`src/rtl/auxp_pkg.sv`:
```
package auxp_pkg;
    localparam int ADDR_W    = 20;
    localparam int LEN_W     = 8;
    localparam int HDR_BYTES = 4;

    typedef enum logic [2:0] {
        S_IDLE, S_HDR, S_PAY, S_GO, S_WAIT, S_SKIP, S_CHK
    } state_t;

    typedef struct packed {
        logic i2c;
        logic no_addr;
        logic no_stop;
    } ctl_t;

    typedef struct packed {
        logic [ADDR_W-1:0] addr;
        logic              rd;
        logic [LEN_W-1:0]  len;
        ctl_t              ctl;
    } req_t;

    function automatic logic [7:0] hdr_byte(req_t r, logic [1:0] k);
        logic [7:0] b;
        case (k)
            2'd0:    b = {3'b000, r.rd, r.addr[19:16]};
            2'd1:    b = r.addr[15:8];
            2'd2:    b = r.addr[7:0];
            default: b = r.len - 8'd1;
        endcase
        return b;
    endfunction
endpackage

```
`src/rtl/auxp_hdr_enc.sv`:
```
module auxp_hdr_enc
    import auxp_pkg::*;
(
    input  req_t       req,
    input  logic [1:0] sel,
    output logic [7:0] byte_o
);
    always_comb byte_o = hdr_byte(req, sel);
endmodule

```
`src/rtl/auxp_rdchk.sv`:
```
module auxp_rdchk
    import auxp_pkg::*;
#(
    parameter int W = LEN_W
) (
    input  logic         clk,
    input  logic         rst,
    input  logic         clr,
    input  logic         en,
    input  logic [W-1:0] len,
    input  logic [7:0]   tag,
    output logic         match,
    output logic         last,
    output logic [W-1:0] pos
);
    always_ff @(posedge clk) begin
        if (rst || clr)
            pos <= '0;
        else if (en && match)
            pos <= pos + 1'b1;
    end

    always_comb begin
        match = ({{(W > 8 ? W-8 : 0){1'b0}}, tag} == pos);
        last  = (pos == len - 1'b1);
    end
endmodule

```
`src/rtl/auxreq_packer.sv`:
```
module auxreq_packer
    import auxp_pkg::*;
#(
    parameter int FIFO_DEPTH = 144,
    parameter int CMD_LIMIT  = 128
) (
    input  logic              clk,
    input  logic              rst,
    input  logic              req_valid,
    input  logic [ADDR_W-1:0] req_addr,
    input  logic              req_read,
    input  logic [LEN_W-1:0]  req_len,
    input  logic              req_i2c,
    input  logic              req_no_addr,
    input  logic              req_no_stop,
    input  logic [7:0]        pay_data,
    output logic              pay_take,
    output logic              push_en,
    output logic [7:0]        push_data,
    output logic              push_idx_rst,
    output logic              go,
    output logic              ctl_i2c,
    output logic              ctl_no_addr,
    output logic              ctl_no_stop,
    output logic              busy,
    input  logic              link_done,
    output logic              rd_pop,
    input  logic [7:0]        rd_data,
    input  logic [7:0]        rd_idx,
    output logic              out_valid,
    output logic [7:0]        out_data,
    output logic              rx_done,
    output logic [LEN_W-1:0]  rx_count,
    output logic              zero_ack,
    output logic              reject
);
    localparam int SPACE   = (CMD_LIMIT < FIFO_DEPTH) ? CMD_LIMIT : FIFO_DEPTH;
    localparam int MAX_PAY = SPACE - HDR_BYTES;

    state_t             state;
    req_t               req_q;
    logic [LEN_W-1:0]   cnt;
    logic               zero_q, rej_q, rxd_q;
    logic [LEN_W-1:0]   rxc_q;
    logic [7:0]         hdr_b;
    logic               chk_match, chk_last;
    logic [LEN_W-1:0]   chk_pos;
    logic               take;

    assign take = req_valid && (state == S_IDLE);

    auxp_hdr_enc u_hdr (
        .req    (req_q),
        .sel    (cnt[1:0]),
        .byte_o (hdr_b)
    );

    auxp_rdchk #(.W(LEN_W)) u_chk (
        .clk   (clk),
        .rst   (rst),
        .clr   (state == S_SKIP),
        .en    (state == S_CHK),
        .len   (req_q.len),
        .tag   (rd_idx),
        .match (chk_match),
        .last  (chk_last),
        .pos   (chk_pos)
    );

    always_ff @(posedge clk) begin
        if (rst) begin
            state  <= S_IDLE;
            req_q  <= '0;
            cnt    <= '0;
            zero_q <= 1'b0;
            rej_q  <= 1'b0;
            rxd_q  <= 1'b0;
            rxc_q  <= '0;
        end else begin
            zero_q <= 1'b0;
            rej_q  <= 1'b0;
            rxd_q  <= 1'b0;
            case (state)
                S_IDLE: if (take) begin
                    if (req_len == '0)
                        zero_q <= 1'b1;
                    else if (!req_read && (int'(req_len) > MAX_PAY))
                        rej_q <= 1'b1;
                    else begin
                        req_q.addr        <= req_addr;
                        req_q.rd          <= req_read;
                        req_q.len         <= req_len;
                        req_q.ctl.i2c     <= req_i2c;
                        req_q.ctl.no_addr <= req_i2c & req_no_addr;
                        req_q.ctl.no_stop <= req_i2c & req_no_stop;
                        cnt               <= '0;
                        state             <= S_HDR;
                    end
                end
                S_HDR: begin
                    if (cnt == LEN_W'(HDR_BYTES - 1)) begin
                        cnt   <= '0;
                        state <= req_q.rd ? S_GO : S_PAY;
                    end else
                        cnt <= cnt + 1'b1;
                end
                S_PAY: begin
                    if (cnt == req_q.len - 1'b1)
                        state <= S_GO;
                    cnt <= cnt + 1'b1;
                end
                S_GO:   state <= S_WAIT;
                S_WAIT: if (link_done) state <= req_q.rd ? S_SKIP : S_IDLE;
                S_SKIP: state <= S_CHK;
                S_CHK: begin
                    if (!chk_match) begin
                        rxd_q <= 1'b1;
                        rxc_q <= chk_pos;
                        state <= S_IDLE;
                    end else if (chk_last) begin
                        rxd_q <= 1'b1;
                        rxc_q <= req_q.len;
                        state <= S_IDLE;
                    end
                end
                default: state <= S_IDLE;
            endcase
        end
    end

    always_comb begin
        push_en      = (state == S_HDR) || (state == S_PAY);
        push_data    = (state == S_HDR) ? hdr_b : pay_data;
        push_idx_rst = (state == S_HDR) && (cnt == '0);
        pay_take     = (state == S_PAY);
        go           = (state == S_GO);
        ctl_i2c      = go & req_q.ctl.i2c;
        ctl_no_addr  = go & req_q.ctl.no_addr;
        ctl_no_stop  = go & req_q.ctl.no_stop;
        busy         = (state == S_GO) || (state == S_WAIT);
        rd_pop       = (state == S_SKIP) || (state == S_CHK);
        out_valid    = (state == S_CHK) && chk_match;
        out_data     = rd_data;
        rx_done      = rxd_q;
        rx_count     = rxc_q;
        zero_ack     = zero_q;
        reject       = rej_q;
    end
endmodule

```
`config.mk`:
```
export PLATFORM = sky130hd
export DESIGN_NAME = auxreq_packer
export DESIGN_NICKNAME = d
export VERILOG_FILES = /design/src/rtl/auxp_pkg.sv /design/src/rtl/auxp_hdr_enc.sv /design/src/rtl/auxp_rdchk.sv /design/src/rtl/auxreq_packer.sv
export SDC_FILE = /design/constraint.sdc
export NUM_CORES = 1
export LEC_CHECK = 0
export CAP_MARGIN = 40
export CELL_PAD_IN_SITES_DETAIL_PLACEMENT = 0
export CELL_PAD_IN_SITES_GLOBAL_PLACEMENT = 1
export CORE_ASPECT_RATIO = 0.8
export CORE_MARGIN = 2
export CORE_UTILIZATION = 36
export CTS_BUF_LIST = sky130_fd_sc_hd__clkbuf_16
export DETAILED_ROUTE_END_ITERATION = 7
export PLACE_DENSITY_LB_ADDON = 0.1
export SLEW_MARGIN = 25
export SYNTH_ARGS = -nofsm -noshare
export SYNTH_HDL_FRONTEND = slang
export SYNTH_SLANG_ARGS = --single-unit
```
`constraint.sdc`:
```
create_clock -name clk -period 2.4 [get_ports clk]
set_input_delay 0.24 -clock clk [delete_from_list [all_inputs] [get_ports clk]]
set_output_delay 0.24 -clock clk [all_outputs]
set_load 0.03 [all_outputs]
```
==> results of run 1 <==
cell families after synthesis:
group | Yosys count
AOI/OAI and AO/OA | 117
buffers and inverters | 48
adders and majority gates | 6
xor gates and xnor gates | 36
muxes | 7
and+or+nand+nor | 165
DFF | 62
cell usage in the layout, fill, tap and decap left out, types with 4 or more instances in the layout:
master	instances
nand2_1	76
clkdlybuf4s50_1	65
dfxtp_1	59
a21oi_1	46
buf_4	44
nor2_1	29
xnor2_1	19
o21ai_0	16
xor2_1	11
inv_1	10
a211oi_1	10
a211oi_2	9
clkbuf_16	9
nand4_1	8
and2_1	7
nor3_1	6
nand3_1	6
a222oi_1	5
mux2_2	5
or3_1	5
and3_1	4
dlymetal6s2s_1	4
buf_12	4
what timing repair did:
item,4_1_cts,5_1_grt
gates cloned,0,0
setup endpoints to repair,8,22
pin swaps,2,4
resized for setup,17,19
final cells by class:
type,count,area (µm²)
Fill cell,944,4570
Multi-Input combinational cell,331,2220
Sequential cell,62,1250
Timing Repair Buffer,124,1170
Clock buffer,9,225
Tap cell,136,170
Clock inverter,7,88.8
Inverter,10,37.5
power by group through the flow:
stage	sequential (µW)	combinational, µW	clock (µW)
after global placement	1260	1750	0
after CTS	1240	1780	1400
after global routing	1260	1970	1440
after detailed placement	1260	1770	0
final	1250	1800	1370
after floorplan	1220	1100	0
worst max-delay path, cell delays in order, from the launching register on:
cell and delay (ps):
dfxtp_1 380, buf_4 200, nor2b_1 160, nand2b_1 160, nor2b_1 130, clkdlybuf4s50_1 670
through the flow:
stage	power [µW]	instances	cell area, µm²	TNS (ps)
4_1_cts	4420	679	5120	-56.3
3_5_place_dp	3030	663	4780	-78.6
3_3_place_gp	3010	663	4780	-25.6
5_1_grt	4670	679	5160	-8.94
6_report	4430	679	5160	0
2_1_floorplan	2320	441	3620	0
synth_stat cells, types with 4 or more instances:
library cell	number
nand2_1	77
nor2_1	29
nor3_1	7
buf_4	8
a222oi_1	5
and2_1	7
nand3_1	6
a21oi_1	46
or3_1	5
inv_1	10
buf_2	6
mux2_2	5
and3_1	4
clkbuf_1	23
nand4_1	8
o21ai_0	16
dfxtp_1	62
a211oi_1	11
xnor2_1	21
xor2_1	12
ha_1	6
nor2b_1	4
a221oi_1	4
a211oi_2	8
flip-flops by register name (all words and copies together), names as in the netlist:
signal / cells
state: 3
rx_count: 8
rx_done: 1
cnt: 8
zero_ack: 1
reject: 1
u_chk.pos: 8
req_q: 32
per-layer routing:
layer	vias up	GRT usage	routed length (µm)	part of all wire
met1	1602	0.323	5650	0.53
met3	10	0.0555	565	0.053
li1	1756	-	-	-
met4	0	0.0595	93	0.0087
met2	88	0.284	4390	0.41
met5	-	0	0	0
path summary, 6_finish.rpt:
kind / startpoint / slack (ps) / to / cells after the start
setup reg to reg: req_q[8] / 190 / rx_count[7] / 7
setup / recovery: state[0] / 130 / push_en / 5
hold / removal: rst / 190 / req_q[25] / 2
hold reg to reg: req_q[1] / 450 / req_q[1] / 2
==> flow_metrics.tcl, run 1 <==
set metrics [dict create \
    status "completed" \
    leakage_uw 0.00202 \
    synth_cells 441 \
    synthXorXnorAreaFrac 0.0967 \
    core_um2 9730 \
    vias 3456 \
    area_growth_pct 42.3 \
    grtUsageTotal 0.211 \
    cts_tree "done" \
    sw_frac_of_total 0.355 \
    hold_slack_ps 185 \
    seq_power_share 0.282 \
    clk_latency_ps 330 \
    intPower_uw 2860 \
    relSlewSlack 0.579 \
    wl_mm 10.7 \
    clk_pin_slew_ps 50 \
    clock_skew_ps 4.97 \
    drv_cap 0 \
    setup_viol 0 \
    synthAdderAreaFrac 0.0207 \
    final_max_slew_viol_count 0 \
    hold_path.class "in2reg" \
    synth_area_um2 3620 \
    start_util 0.373 \
    ant_nets 0 \
    syn-num-nets 507 \
    drive_gt1_frac 0.197 \
    drt-pass1-iter-count 5 \
    postSynthAreaPerCell_um2 8.22 \
    synth_seq_cells 62 \
    dieArea_um2 10900 \
    ys.warnings.count 0 \
    gp_congestion 0.856 \
    cts.sinks 62 \
    clock.fmax_mhz 440 \
    ctsRootBufferMaster "clkbuf_16" \
    synth_ff_type "dfxtp_1" \
    final.period_utilization 0.947 \
    synth_simple_gate_area_frac 0.226 \
    cp.arrival_ps 2030 \
    io_buffers 80 \
    rows 32 \
    finalHoldViolCount 0 \
    nNetsFinal 604 \
    worstSetupStartpointType "flop" \
    synth_top_family_by_area "compound AO/OA/AOI/OAI gates" \
    post-place-ws_ps -42.0 \
    wl_per_cell_um 15.8 \
    grt_max_degree 40 \
    drc 0 \
    endpoint_kind "primary output" \
    dieWidth_um 116 \
    yosysUniqueCellTypes 60 \
    antenna_cells 0 \
    combPwrFrac 0.408 \
    utilization 0.530 \
    p_clk_frac 0.311 \
    pin_count 97 \
    worst_ep_required_time_ps 2160 \
    p_sw_uw 1570 \
    clk_path_buf_depth 2 \
    grt_overflow 0 \
    grt_pass1_wl_mm 17.4 \
    synth-edff-count 0 \
    power.density_nw_per_um2 859 \
    h-tree-depth 3 \
    path_max_fanout 8 \
    synth.area.top_cells "dfxtp_1, nand2_1, a21oi_1" \
    die_h_um 93.8 \
    fin_ws_ps 128 \
    antenna_found_initial 0 \
    drt_iter0_markers 248 \
    synth_compound_area_frac 0.231 \
    async_flop_share 0 \
    cts-hold-fix-buffers 0 \
    numCtsBuffers 9 \
    first_global_vias 3290 \
    ys_seq_area_frac 0.342 \
    yosysTopAreaCell "dfxtp_1" \
    period_needed_ps 2270 \
    dp_hpwl_mm 8.35 \
    tightestPinTransition_ps 628 \
    synth.mux.area_fraction 0.0211 \
    peakVddDrop_uv 351 \
    cts_setup_buffers 0 \
    viasPerCell 5.09 \
    yosysTopAreaCellShare 0.342 \
    path_class "reg2out" \
]
Note: power is estimated with default switching activity, not from simulation.
==> run 2: changes to the inputs <==
--- a/config.mk
+++ b/config.mk
@@ -8,7 +8,7 @@
 export CAP_MARGIN = 40
 export CELL_PAD_IN_SITES_DETAIL_PLACEMENT = 0
 export CELL_PAD_IN_SITES_GLOBAL_PLACEMENT = 1
-export CORE_ASPECT_RATIO = 0.8
+export CORE_ASPECT_RATIO = 1.1
 export CORE_MARGIN = 2
 export CORE_UTILIZATION = 36
 export CTS_BUF_LIST = sky130_fd_sc_hd__clkbuf_16
@@ -18,3 +18,4 @@
 export SYNTH_ARGS = -nofsm -noshare
 export SYNTH_HDL_FRONTEND = slang
 export SYNTH_SLANG_ARGS = --single-unit
+export TNS_END_PERCENT = 1
==> run 2 against run 1 <==
  * First-iteration DRC count down 35%
  * Largest power group unchanged
  * Routed wire length shrank 5.7%
  * Core utilization decreased by 2.1 points
  * Power down 5.1%
  * Die area hardly changed
  * Combinational power shrank 3%
  * Sequential power hardly changed
==> flow_metrics.tcl, run 2 (synthesis gave the netlist of run 1 again) <==
set metrics [dict create \
    hold_slack_ps 240 \
    wl_mm 10.1 \
    clock_skew_ps 11.4 \
    antenna_cells 0 \
    crit_path_end "push_data[1]" \
    nNetsFinal 595 \
    io_buffers 80 \
    finalHoldViolCount 0 \
    first_global_vias 3186 \
    cts.sinks 62 \
    hold_path.class "in2reg" \
    path_class "reg2out" \
    period_needed_ps 2390 \
    clock.fmax_mhz 418 \
    power.density_nw_per_um2 839 \
    status "completed" \
    dieArea_um2 10900 \
    p_total_uw 4200 \
    gp_congestion 0.825 \
    h-tree-depth 3 \
    relSlewSlack 0.593 \
    path_max_fanout 8 \
    dp_hpwl_mm 7.59 \
    drv_cap 0 \
    rsz0062_at_grt "true" \
    drc 0 \
    clk_latency_ps 330 \
    vias 3473 \
    worstSetupStartpointType "flop" \
    area_growth_pct 38.2 \
    cp_cell_sequence "inv_1 -> ha_2 -> a222oi_1 -> nand2_1 -> nand2_1 -> o21ai_0 -> dlygate4sd1_1" \
    largest_register "req_q" \
    grt_max_degree 43 \
    grt_pass1_wl_mm 16.0 \
    cp.arrival_ps 2150 \
    ctsRootBufferMaster "clkbuf_16" \
    pin_count 97 \
    grt_overflow 0 \
    cts_tree "done" \
    rr_endpoint "rx_count[7]" \
    wl_per_cell_um 15.4 \
    cpMostUsedCell "nand2_1" \
    leakage_uw 0.00191 \
    final_common_cell "nand2_1" \
    final.period_utilization 0.997 \
    r2r_cells 9 \
    setup_viol 0 \
    drt-pass1-iter-count 7 \
    timing.critical_path.from "cnt[0]" \
    numCtsBuffers 9 \
    start_util 0.368 \
    drt_iter0_markers 162 \
    cts_setup_buffers 0 \
    ant_nets 0 \
    die_h_um 109 \
    rrSetupSlack_ps 190 \
    worst_ep_required_time_ps 2160 \
    place_inst 638 \
    drive_gt1_frac 0.185 \
    cts-hold-fix-buffers 0 \
    clk_pin_slew_ps 50 \
    core_um2 9840 \
    grtUsageTotal 0.189 \
    viasPerCell 5.31 \
    final_max_slew_viol_count 0 \
    utilization 0.509 \
    peakVddDrop_uv 410 \
    r2r_start "req_q[3]" \
    dieWidth_um 99.7 \
    final_cells 654 \
    rows 38 \
    cpPeakStageDelay_ps 480 \
    clk_path_buf_depth 2 \
    largest_register_ff_count 32 \
    setup_tns_ps 0 \
    endpoint_kind "primary output" \
    antenna_found_initial 0 \
    tightestPinTransition_ps 607 \
    layout_common_cells "nand2_1, clkdlybuf4s50_1, dfxtp_1" \
    cp_slowest_cell "a222oi_1" \
]
## run 2: layout make-up
cell class                 count  area, µm²
multi-input combinational    331       2200
timing repair buffer         115       1100
clock inverter                 7       55.1
fill                         969       4830
sequential                    62       1250
inverter                      10       37.5
tap                          120        150
clock buffer                   9        225
## run 2: repair_timing
item | CTS | global route
gates resized for setup | 15 | 18
endpoints found under the setup margin | 7 | 20
pin swaps | 3 | 6
## run 2: critical path: cells and delay by family, from the launching register on
kind	cells	cell delay, ps
compound gates	2	540
fa+ha+maj	1	270
buf+inv	2	440
flops	1	380
simple gates	2	180
## run 2: metrics by stage
| step | instance area (µm²) | setup slack [ps] |
|---|---|---|
| floorplan | 3620 | 225 |
| global placement | 4690 | -110 |
| detailed placement | 4690 | -114 |
| CTS | 4970 | -74.4 |
| global route | 5010 | -76.4 |
| finish | 5010 | 7.89 |
## run 2: worst min path at each step
stage	cells after the start	endpoint	from	slack [ps]
after floorplan	2	req_q[2]	req_i2c	380
after global placement	2	req_q[2]	req_q[2]	440
after detailed placement	2	req_q[22]	req_q[22]	450
after CTS	4	state[1]	rst	240
after global routing	4	state[1]	rst	260
final	4	state[1]	rst	240
## run 2: report_power, final
group	leakage, µW	switching, µW	total, µW	internal, µW
Combinational	0.00127	961	1740	776
Clock	0.000133	512	1220	708
Sequential	0.000506	107	1250	1140
Total	0.00191	1580	4200	2620
## run 2: routing by layer
| metal | vias to the layer above | track usage | share of wire |
|---|---|---|---|
| met1 | 1645 | 0.277 | 0.48 |
| met2 | 87 | 0.277 | 0.45 |
| li1 | 1728 | - | - |
| met4 | 0 | 0.0724 | 0.016 |
| met5 | - | 0 | 0 |
| met3 | 13 | 0.0308 | 0.047 |
